$ cat src/rtl/spi_clk_div_pkg.sv
package spi_clk_div_pkg;
  typedef enum logic {
    DIV_POW2 = 1'b0,
    DIV_LIN  = 1'b1
  } div_mode_e;
endpackage

$ cat src/rtl/spi_clk_cfg_trk.sv
// Holds the control word in use; flags a restart whenever the input differs
module spi_clk_cfg_trk #(
  parameter int CFG_W = 13
) (
  input  logic             clk_i,
  input  logic             rst_ni,
  input  logic [CFG_W-1:0] cfg_i,
  output logic [CFG_W-1:0] cfg_o,
  output logic             restart_o
);
  logic [CFG_W-1:0] cfg_q;

  always_ff @(posedge clk_i or negedge rst_ni) begin
    if (!rst_ni) cfg_q <= '0;
    else         cfg_q <= cfg_i;
  end

  assign cfg_o     = cfg_q;
  assign restart_o = (cfg_i != cfg_q);
endmodule

$ cat src/rtl/spi_clk_half_sel.sv
// Maps the active control word to a half-period limit (half-period minus one)
module spi_clk_half_sel
  import spi_clk_div_pkg::*;
#(
  parameter int NW = 8,
  parameter int MW = 4,
  parameter int CW = 15
) (
  input  logic [NW+MW:0] cfg_i,
  output logic [CW-1:0]  lim_o
);
  localparam int NEXP = 1 << MW;

  logic [NW-1:0] n_div;
  logic [MW-1:0] m_exp;
  div_mode_e     mode;
  logic [CW-1:0] pow_tab [NEXP];
  logic [CW-1:0] lin_lim;

  assign n_div = cfg_i[NW-1:0];
  assign m_exp = cfg_i[NW+MW-1:NW];
  assign mode  = div_mode_e'(cfg_i[NW+MW]);

  for (genvar e = 0; e < NEXP; e++) begin : g_pow
    if (e == 0) begin : g_one
      assign pow_tab[e] = '0;   // divide by 1 folds onto a pulse every cycle
    end else begin : g_shift
      assign pow_tab[e] = CW'((64'd1 << (e - 1)) - 64'd1);
    end
  end

  assign lin_lim = CW'(n_div);
  assign lim_o   = (mode == DIV_LIN) ? lin_lim : pow_tab[m_exp];
endmodule

$ cat src/rtl/spi_clk_cnt.sv
module spi_clk_cnt #(
  parameter int CW = 15
) (
  input  logic          clk_i,
  input  logic          rst_ni,
  input  logic          run_i,
  input  logic          restart_i,
  input  logic [CW-1:0] lim_i,
  output logic          tick_o,
  output logic          lvl_o
);
  logic [CW-1:0] cnt_q;
  logic          tick_q, lvl_q;

  always_ff @(posedge clk_i or negedge rst_ni) begin
    if (!rst_ni) begin
      cnt_q  <= '0;
      tick_q <= 1'b0;
      lvl_q  <= 1'b0;
    end else if (!run_i || restart_i) begin
      cnt_q  <= '0;
      tick_q <= 1'b0;
      lvl_q  <= 1'b0;
    end else if (cnt_q >= lim_i) begin
      cnt_q  <= '0;
      tick_q <= 1'b1;
      lvl_q  <= ~lvl_q;
    end else begin
      cnt_q  <= cnt_q + 1'b1;
      tick_q <= 1'b0;
    end
  end

  assign tick_o = tick_q;
  assign lvl_o  = lvl_q;
endmodule

$ cat src/rtl/spi_clk_div.sv
module spi_clk_div #(
  parameter int NW = 8,
  parameter int MW = 4
) (
  input  logic             clk_i,
  input  logic             rst_ni,
  input  logic             run_i,
  input  logic [NW+MW:0]   cfg_i,
  output logic             tick_o,
  output logic             sclk_o
);
  localparam int CFG_W = NW + MW + 1;
  localparam int POW_W = (1 << MW) - 1;
  localparam int CW    = (NW > POW_W) ? NW : POW_W;

  logic [CFG_W-1:0] cfg_act;
  logic             restart;
  logic [CW-1:0]    lim;

  spi_clk_cfg_trk #(.CFG_W(CFG_W)) u_trk (
    .clk_i     (clk_i),
    .rst_ni    (rst_ni),
    .cfg_i     (cfg_i),
    .cfg_o     (cfg_act),
    .restart_o (restart)
  );

  spi_clk_half_sel #(.NW(NW), .MW(MW), .CW(CW)) u_sel (
    .cfg_i (cfg_act),
    .lim_o (lim)
  );

  spi_clk_cnt #(.CW(CW)) u_cnt (
    .clk_i     (clk_i),
    .rst_ni    (rst_ni),
    .run_i     (run_i),
    .restart_i (restart),
    .lim_i     (lim),
    .tick_o    (tick_o),
    .lvl_o     (sclk_o)
  );
endmodule

$ cat config.mk
export PLATFORM = sky130hd
export DESIGN_NAME = spi_clk_div
export DESIGN_NICKNAME = d
export VERILOG_FILES = /design/src/rtl/spi_clk_div_pkg.sv /design/src/rtl/spi_clk_cfg_trk.sv /design/src/rtl/spi_clk_half_sel.sv /design/src/rtl/spi_clk_cnt.sv /design/src/rtl/spi_clk_div.sv
export SDC_FILE = /design/constraint.sdc
export NUM_CORES = 1
export LEC_CHECK = 0
export CAP_MARGIN = 10
export CORE_MARGIN = 4
export CORE_UTILIZATION = 30
export CTS_BUF_LIST = sky130_fd_sc_hd__clkbuf_2 sky130_fd_sc_hd__clkbuf_4 sky130_fd_sc_hd__clkbuf_8
export CTS_CLUSTER_SIZE = 14
export DETAILED_ROUTE_END_ITERATION = 10
export HOLD_SLACK_MARGIN = 0.02
export PLACE_DENSITY = 0.6
export RECOVER_POWER = 50
export SLEW_MARGIN = 10
export SYNTH_ARGS = -nofsm -noshare
export SYNTH_HDL_FRONTEND = slang
export SYNTH_SLANG_ARGS = --single-unit
$ cat constraint.sdc
create_clock -name clk_i -period 5.47 [get_ports clk_i]
set_input_delay 1.094 -clock clk_i [delete_from_list [all_inputs] [get_ports clk_i]]
set_output_delay 1.094 -clock clk_i [all_outputs]
set_load 0.02 [all_outputs]
==> key figures, run 1 <==
Run status
  – Outcome: finished with violations
  – Violated checks: capacitance limit, slew limit

Power
  – Switching Share: 25.2%
  – Psw: 112 uW
  – Worst IR Drop VDD: 0.122 mV
  – Power density over the cells: 213 nW/um^2
  – Lkg Pwr: 0.872 nW
  – Clock Power Share: 37.3%
  – Combinational power share: 9.9%
  – Internal: 333 uW
  – Seq pwr share: 52.8%

Floorplan
  – Std cell rows: 27
  – Die Span X: 84.9 um
  – Full die area: 7210 um^2
  – Initial Util: 31.7%
  – IO Count: 18
  – Die Y: 84.9 um
  – Core Footprint: 5610 um^2

Clocking
  – Clk slew on worst S/H paths: 0.06 ns
  – CTS max path bufs: 2
  – CTS Root Cell: clkbuf_8
  – Setup bufs post-CTS: 0
  – CTS Sinks: 30
  – CTS H-tree depth: 2
  – Post-CTS Hold Fix Bufs: 0
  – PostCTS Resize Cnt: 0
  – CTS Buf Count: 5
  – Clock Latency Late Sink: 0.28 ns
  – CTS tree: yes

Placed design
  – Pre-CTS WS: 2.61 ns
  – Dpl cells: 264
  – Gpl congestion: 0.819
  – PortBufs: 17
  – Hpwl dp: 2620 um

Critical path
  – End of the worst register-to-register path: u_cnt.tick_o
  – R2r worst-path depth: 9
  – Critical path launch point: u_trk.cfg_o[12]
  – WP data arrival: 2.91 ns
  – CP endpoint: u_cnt.tick_o
  – Worst setup SP type: flip-flop
  – Worst flop-to-flop path startpoint: u_trk.cfg_o[12]
  – Data required, critical path: 5.63 ns
  – Crit end category: flip-flop
  – Worst Setup Path Type: flip-flop to flip-flop
  – R2r setup slk: 2.72 ns
  – CP max FO: 18

Synthesis
  – Mapped Nets: 210
  – Average size of a mapped cell: 9.92 um^2
  – Synth area leader: dfrtp_1
  – Top cells by area, synth: dfrtp_1 (42%), ha_1 (11%), xor2_1 (6.9%), nor3_1 (5.4%), a21oi_1 (4.5%)
  – Cells after synthesis: 179
  – Most frequent cell after synthesis: dfrtp_1
  – Commonest cells post-synth: dfrtp_1 (30), nor3_1 (19), a21oi_1 (16), ha_1 (15), xor2_1 (14)
  – Syn. warnings: 0
  – Seq cells post-synth: 30
  – Mapped Area: 1780 um^2
  – EDFF count, synth: 0
  – Synth top area share: 42.3%
  – Async set or reset register ratio after synthesis: 100%
  – Synth Flop Type: dfrtp_1
  – Register area share after synthesis: 42.3%
  – Netlist cell types: 38

STA
  – Max Clock Freq: 364 MHz
  – Final setup vio count: 0
  – Slew of the pin with the lowest slew margin: 1.58 ns
  – Fin. Hold Viols: 0
  – Unrepaired setup endpoints after global routing: false
  – Slew Limit Fails: 31
  – Final worst slack: 2.72 ns
  – Worst-case clock skew: 0.00396 ns
  – Hold slack final: 0.589 ns
  – Slew HR: -5.57%
  – Crit share post-route: 50.2%
  – Post-layout minimum cycle time: 2.75 ns
  – Setup TNS Final: 0 ns

Worst hold path
  – Min-Delay Startpoint: u_cnt.cnt_q[14]
  – Tightest Hold Check Type: flip-flop to flip-flop

Detailed routing
  – Final wirelength: 3530 um
  – Via density: 4.91
  – Final ANT Viol Nets: 0
  – DR vias: 1,331
  – Drt initial violations: 82
  – Number of detailed-route iterations in the first pass: 4
  – Final routed DRC violation total: 0
  – WL/cell: 13.0 um

Run
  – MaxCap Viol Count: 1

GRT
  – First-pass GRT wire length: 6240 um
  – Largest net degree at the start of global routing: 31
  – GRT Resource Usage Total: 10.8%
  – Number of global-route vias before repair: 1,279
  – Gr ovfl total: 0
  – Antenna violations before repair: 0

Finish
  – Fin cells: 271
  – Area Overhead vs Synth: 17.8%
  – Layout cell share with drive strength beyond 1: 6.53%
  – Ant. Diodes: 0
  – # fillers: 592
  – Nets: 230
-- area by class of cell --
cell class,count,area (um^2),share of cell area (%)
Multi-Input combinational cell,135,963,46.1
Sequential cell,30,751,35.9
Timing Repair Buffer,18,174,8.32
Tap cell,72,90.1,4.31
Clock buffer,5,68.8,3.29
Inverter,9,33.8,1.62
Clock inverter,2,10.0,0.479
-- worst min path at each step --
stage                 endpoint  slack (ns)  cells after the start
2_1_floorplan   u_cnt.cnt_q[0]        0.49                      1
3_3_place_gp   u_cnt.cnt_q[14]        0.56                      2
3_5_place_dp   u_cnt.cnt_q[14]        0.57                      2
4_1_cts         u_cnt.cnt_q[0]        0.58                      1
5_1_grt         u_cnt.cnt_q[0]        0.61                      1
6_report       u_cnt.cnt_q[14]        0.59                      2
-- power groups by stage --
stage / Clock [mW] / Combinational (mW) / Sequential [mW]
after detailed placement: 0 / 0.0471 / 0.239
after global routing: 0.185 / 0.0505 / 0.236
after global placement: 0 / 0.0464 / 0.239
after CTS: 0.172 / 0.0474 / 0.235
final: 0.166 / 0.0441 / 0.235
after floorplan: 0 / 0.0294 / 0.234
-- routing by layer --
layer  wire, um  GRT usage (%)  vias to the layer above  share of wire, %
met5          0              0                        -                 0
met1       1870           15.8                      609                53
met3        135           3.01                        7               3.8
li1           -              -                      695                 -
met2       1490           15.5                       20                42
met4         42           3.02                        0               1.2
-- registers in the layout (all words and copies together) (netlist names) --
| name | flops |
|---|---|
| u_cnt.cnt_q | 15 |
| u_trk.cfg_o | 13 |
| u_cnt.lvl_o | 1 |
| u_cnt.tick_o | 1 |
-- layout by cell type, fill, tap and decap left out, types with 2 or more instances in the layout --
master,count
dfrtp_1,30
nor3_1,19
a21oi_1,16
ha_1,15
xor2_1,14
dlygate4sd3_1,14
nand3_1,11
inv_1,9
nand2_1,9
xnor2_1,7
o21ai_0,6
nor2_1,5
nand4_1,5
clkbuf_8,5
and3_1,3
clkdlybuf4s50_1,3
nor4_1,2
a21o_1,2
and4_1,2
a31oi_1,2
clkinv_2,2
-- per-stage QoR --
stage               area [um^2]  utilization (%)  power [mW]
finish                     2090             37.3       0.445
global route               2090             37.3       0.471
CTS                        2090             37.3       0.455
detailed placement         2020             35.9       0.286
global placement           2020             35.9       0.285
floorplan                  1780                -       0.263
-- worst max-delay path, cell delays in order, from the launching register on --
cell and delay (ns):
dfrtp_1 0.57, nor2_1 0.23, and2_1 0.21, nand3_1 0.09, ha_1 0.32, nand4b_1 0.15, nor3_1 0.09, a211oi_2 0.45
nand3_1 0.30, nor2b_1 0.21
-- cells by family (layout without fill, tap and decap cells) --
family | after synthesis | count (layout) | share of synthesized area, %
DFF | 30 | 30 | 42.3
adders and majority gates | 15 | 15 | 10.6
buffers and inverters | 14 | 34 | 3.45
and+or+nand+nor | 66 | 66 | 21.6
AOI/OAI and AO/OA | 32 | 32 | 10.8
xor gates and xnor gates | 22 | 22 | 11.3
No activity file was read; power rests on OpenSTA's default activity.
==> inputs of run 2 (changes only) <==
==> constraint.sdc (replaced) <==
create_clock -name clk_i -period 2.76 [get_ports clk_i]
set_input_delay 0.552 -clock clk_i [delete_from_list [all_inputs] [get_ports clk_i]]
set_output_delay 0.552 -clock clk_i [all_outputs]
set_load 0.02 [all_outputs]
==> key figures, run 2 (synthesis results as in run 1) <==
Detailed routing
  – Final routed DRC violation total: 0
  – Metal-1 WL: 1740 um
  – Number of detailed-route iterations in the first pass: 4
  – Final wirelength: 3570 um
  – WL/cell: 12.9 um
  – Routed length on met3: 154 um
  – DR vias: 1,370
  – Drt initial violations: 60
  – Via density: 4.96
  – Final ANT Viol Nets: 0
  – Met2 routed WL: 1610 um
  – Uppermost routed layer: met4

Placed design
  – PortBufs: 17
  – Hpwl dp: 2700 um
  – Gpl congestion: 0.765
  – Dpl cells: 267

Finish
  – Ant. Diodes: 0
  – Commonest non-fill, non-tap cell in the layout: dfrtp_1
  – Nets: 234
  – Max FFs per register: 15
  – Most frequent cells in the layout: dfrtp_1 (30), nor3_1 (18), a21oi_1 (16), ha_1 (15)
  – Largest register by flop count: u_cnt.cnt_q
  – Final core utilization: 38.5%
  – Fin cells: 276
  – Layout cell share with drive strength beyond 1: 9.31%
  – Area Overhead vs Synth: 21.7%

Clocking
  – Clock Latency Late Sink: 0.28 ns
  – CTS max path bufs: 2
  – CTS Buf Count: 5
  – CTS H-tree depth: 2
  – Clk slew on worst S/H paths: 0.07 ns
  – CTS Sinks: 30
  – CTS tree: yes
  – CTS Root Cell: clkbuf_8

Floorplan
  – Die Y: 84.9 um
  – Full die area: 7210 um^2
  – Die Span X: 84.9 um
  – Initial Util: 31.7%
  – Std cell rows: 27
  – IO Count: 18
  – Core Footprint: 5610 um^2

Critical path
  – Data required, critical path: 2.96 ns
  – Cells along the critical path: inv_1 > nor2_1 > and2_1 > nand3_1 > ha_1 > nand4b_1 > o21ai_0 > a211oi_2 > buf_4 > nand4_4 > nor3_1
  – CP max FO: 10
  – CP max stage cell: dfrtp_1
  – Crit end category: flip-flop
  – Slowest stage delay, CP: 0.44 ns
  – Worst setup SP type: flip-flop
  – WP data arrival: 2.73 ns
  – Worst Setup Path Type: flip-flop to flip-flop

STA
  – Fin. Hold Viols: 0
  – Worst-case clock skew: 0.0113 ns
  – Post-layout minimum cycle time: 2.53 ns
  – Crit share post-route: 91.7%
  – Slew HR: -5.85%
  – Final setup vio count: 0
  – Slew Limit Fails: 31
  – Max Clock Freq: 395 MHz
  – Slew of the pin with the lowest slew margin: 1.59 ns

Worst hold path
  – Tightest Hold Check Type: flip-flop to flip-flop

GRT
  – GRT Resource Usage Total: 11.1%
  – First-pass GRT wire length: 6380 um
  – Number of global-route vias before repair: 1,318
  – Antenna violations before repair: 0
  – Largest net degree at the start of global routing: 31
  – Gr ovfl total: 0

Run status
  – Violated checks: capacitance limit, slew limit
  – Outcome: finished with violations

Power
  – Worst IR Drop VDD: 0.315 mV
  – Lkg Pwr: 0.908 nW
  – Power density over the cells: 467 nW/um^2

Run
  – MaxCap Viol Count: 1
==> run 2: changes by cell type in the layout (fill, tap and decap cells not counted) <==
cell       previous run  this run
clkbuf_4              0         2
buf_4                 0         4
nor3_1               19        18
clkinv_2              2         0
nor3_2                0         1
bufinv_16             0         1
==> run 2: worst paths after layout <==
kind	slack, ns	end	depth (start not counted)	startpoint
min in group asynchronous	1.21	u_cnt.cnt_q[6]	2	rst_ni
worst min register to register	0.55	u_cnt.cnt_q[0]	1	u_cnt.cnt_q[0]
worst min-delay path	0.55	u_cnt.cnt_q[0]	1	u_cnt.cnt_q[0]
max in group asynchronous	0.62	u_trk.cfg_o[4]	2	rst_ni
worst max register to register	0.23	u_cnt.cnt_q[5]	11	u_trk.cfg_o[11]
worst max-delay path	0.23	u_cnt.cnt_q[5]	11	u_trk.cfg_o[11]
==> run 2: repair_timing <==
action	CTS	global route
hold endpoints to repair	0	0
hold buffers	0	0
setup endpoints to repair	0	17
buffers inserted	0	1
gates resized for setup	0	1
==> run 2: power breakdown <==
group          switching, mW  leakage (nW)  internal (mW)
Combinational         0.0493         0.459         0.0449
Sequential            0.0125         0.389          0.449
Clock                  0.163        0.0593          0.290
Total                  0.225         0.908          0.784
==> run 2: area by class of cell <==
type / count / area (um^2)
fill: 597 / 3450
multi-input combinational: 135 / 968
sequential: 30 / 751
timing repair buffer: 22 / 204
tap: 72 / 90.1
clock buffer: 7 / 83.8
inverter: 9 / 33.8
clock inverter: 1 / 30.0
==> run 2: worst max-delay path, delay by kind of cell (launching register included) <==
family | cells | cell delay, ns
AOI/OAI and AO/OA | 2 | 0.35
adders and majority gates | 1 | 0.32
buffers and inverters | 2 | 0.31
DFF | 1 | 0.44
and+or+nand+nor | 6 | 1.04
==> run 2: metal layers <==
metal / global-route usage (%) / vias to the layer above
li1: - / 696
met1: 15.2 / 648
met2: 16.6 / 20
met3: 3.11 / 6
met4: 4.32 / 0
met5: 0 / -
==> run 2: through the flow <==
stage          total power [mW]  instance area (um^2)  hold WS [ns]  worst slack (ns)  setup TNS [ns]
2_1_floorplan             0.521                  1780         0.256             0.510               0
3_3_place_gp              0.569                  2040         0.544             0.294               0
3_5_place_dp              0.570                  2040         0.542             0.181               0
4_1_cts                    1.02                  2150         0.552             0.167               0
5_1_grt                    1.07                  2160         0.577           -0.0377          -0.192
6_report                   1.01                  2160         0.548             0.228               0
==> inputs of run 3 (changes only) <==
--- a/config.mk
+++ b/config.mk
@@ -5,7 +5,9 @@
 export SDC_FILE = /design/constraint.sdc
 export NUM_CORES = 1
 export LEC_CHECK = 0
-export CAP_MARGIN = 10
+export ABC_CLOCK_PERIOD_IN_PS = 2760
+export CAP_MARGIN = 20
+export CORE_ASPECT_RATIO = 0.9
 export CORE_MARGIN = 4
 export CORE_UTILIZATION = 30
 export CTS_BUF_LIST = sky130_fd_sc_hd__clkbuf_2 sky130_fd_sc_hd__clkbuf_4 sky130_fd_sc_hd__clkbuf_8
==> key figures, run 3 (synthesis results as in run 1) <==
Critical path
  – WP data arrival: 2.73 ns
  – Slowest stage delay, CP: 0.44 ns
  – R2r setup slk: 0.22 ns
  – Cells along the critical path: inv_1 > nor2_1 > and2_1 > nand3_1 > ha_1 > nand4b_1 > o21ai_0 > a211oi_2 > buf_4 > nand4_4 > nor3_1
  – Worst flop-to-flop path startpoint: u_trk.cfg_o[11]
  – Worst Setup Path Type: flip-flop to flip-flop
  – R2r worst-path depth: 11
  – Worst path depth: 11
  – CP max FO: 10
  – WP buf/inv: 2
  – Worst setup SP type: flip-flop
  – Data required, critical path: 2.95 ns
  – Delay-heaviest family, CP: simple AND/OR/NAND/NOR gates
  – CP max stage cell: dfrtp_1
  – Crit end category: flip-flop
  – End of the worst register-to-register path: u_cnt.cnt_q[12]

Detailed routing
  – Final routed DRC violation total: 0
  – WL/cell: 13.1 um
  – Drt initial violations: 50
  – Final ANT Viol Nets: 0
  – DR vias: 1,321
  – Number of detailed-route iterations in the first pass: 4
  – Via density: 4.86
  – Final wirelength: 3550 um

Finish
  – Nets: 233
  – Multi-input logic area: 968 um^2
  – Ant. Diodes: 0
  – Design Area, Final: 2150 um^2
  – Final core utilization: 37.8%
  – Reg area: 751 um^2
  – Max FFs per register: 15
  – # fillers: 544
  – Area Overhead vs Synth: 21.1%
  – Commonest non-fill, non-tap cell in the layout: dfrtp_1
  – Fin cells: 272
  – Most frequent cells in the layout: dfrtp_1 (30), nor3_1 (18), a21oi_1 (16), ha_1 (15)
  – Largest register by flop count: u_cnt.cnt_q
  – Layout cell share with drive strength beyond 1: 8.42%

GRT
  – Number of global-route vias before repair: 1,255
  – First-pass GRT wire length: 6270 um
  – GRT Resource Usage Total: 11.3%
  – Antenna violations before repair: 0
  – Gr ovfl total: 0
  – Largest net degree at the start of global routing: 31

Placed design
  – PortBufs: 17
  – Dpl cells: 264
  – Post-DP Area: 2030 um^2
  – Hpwl dp: 2690 um
  – Gpl congestion: 0.822

Clocking
  – Clk slew on worst S/H paths: 0.07 ns
  – CTS Buf Count: 5
  – CTS Root Cell: clkbuf_8
  – CTS max path bufs: 2
  – CTS tree: yes
  – Clock Latency Late Sink: 0.28 ns
  – CTS Sinks: 30
  – CTS H-tree depth: 2

Power
  – Power density over the cells: 470 nW/um^2
  – Worst IR Drop VDD: 0.261 mV
  – Lkg Pwr: 0.901 nW

Worst hold path
  – Hold endpoint: u_cnt.cnt_q[14]
  – Tightest Hold Check Type: flip-flop to flip-flop
  – Min-Delay Startpoint: u_cnt.cnt_q[14]
  – Hold Crit Depth: 2

Run status
  – Violated checks: capacitance limit, slew limit
  – Outcome: finished with violations

STA
  – Slew HR: -8.73%
  – Final setup vio count: 0
  – Hold slack final: 0.582 ns
  – Crit share post-route: 92.0%
  – Max Clock Freq: 394 MHz
  – Post-layout minimum cycle time: 2.54 ns
  – Slew Limit Fails: 31
  – Worst-case clock skew: 0.00628 ns
  – Slew of the pin with the lowest slew margin: 1.63 ns
  – Fin. Hold Viols: 0
  – Unrepaired setup endpoints after global routing: false
  – Setup TNS Final: 0 ns

Run
  – MaxCap Viol Count: 1

Floorplan
  – IO Count: 18
  – Full die area: 7210 um^2
  – Die Y: 81.0 um
  – Std cell rows: 26
  – Core Footprint: 5690 um^2
  – Die Span X: 89.1 um
  – Initial Util: 31.2%
-- run 3: cell count changes in the layout (fill, tap and decap cells not counted), sizes merged --
cell | previous run | this run
clkbuf | 8 | 7
buf | 4 | 3
-- run 3: stage by stage --
stage	setup slack [ns]	power (mW)
after floorplan	0.510	0.521
after global placement	0.266	0.568
after detailed placement	0.181	0.568
after CTS	0.143	1.03
after global routing	0.0133	1.06
final	0.220	1.01
-- run 3: layout make-up --
type / count / area share, %
multi-input combinational: 135 / 45.1
tap: 70 / 4.07
clock inverter: 1 / 1.40
sequential: 30 / 34.9
inverter: 9 / 1.57
timing repair buffer: 21 / 9.14
clock buffer: 6 / 3.84
-- run 3: worst max-delay path by stage --
| stage | from | to |
|---|---|---|
| 2_1_floorplan | u_trk.cfg_o[11] | u_cnt.tick_o |
| 3_3_place_gp | u_trk.cfg_o[11] | u_cnt.cnt_q[3] |
| 3_5_place_dp | u_trk.cfg_o[11] | u_cnt.cnt_q[14] |
| 4_1_cts | u_trk.cfg_o[11] | u_cnt.cnt_q[12] |
| 5_1_grt | u_trk.cfg_o[11] | u_cnt.cnt_q[12] |
| 6_report | u_trk.cfg_o[11] | u_cnt.cnt_q[12] |
-- run 3: what timing repair did --
item / 4_1_cts / 5_1_grt
setup endpoints to repair: 0 / 17
setup buffers: 0 / 1
hold buffers: 0 / 0
gates resized for setup: 0 / 1
-- run 3: worst register-to-register path, delay by kind of cell (launching register included) --
family          cells  cell delay, ns
simple gates        6            1.05
flops               1            0.44
compound gates      2            0.35
fa+ha+maj           1            0.32
buf+inv             2            0.29
-- run 3: where the power goes --
part | total [mW] | switching [mW] | internal, mW
Sequential | 0.462 | 0.0123 | 0.449
Clock | 0.455 | 0.166 | 0.289
Combinational | 0.0935 | 0.0495 | 0.0440
-- run 3: metal layers --
layer  vias to the layer above  routed length [um]  global-route usage (%)
li1                        702                   -                       -
met1                       598                1910                    16.8
met4                         0                  28                    2.68
met3                         5                 132                    3.96
met5                         -                   0                       0
met2                        16                1480                    15.6
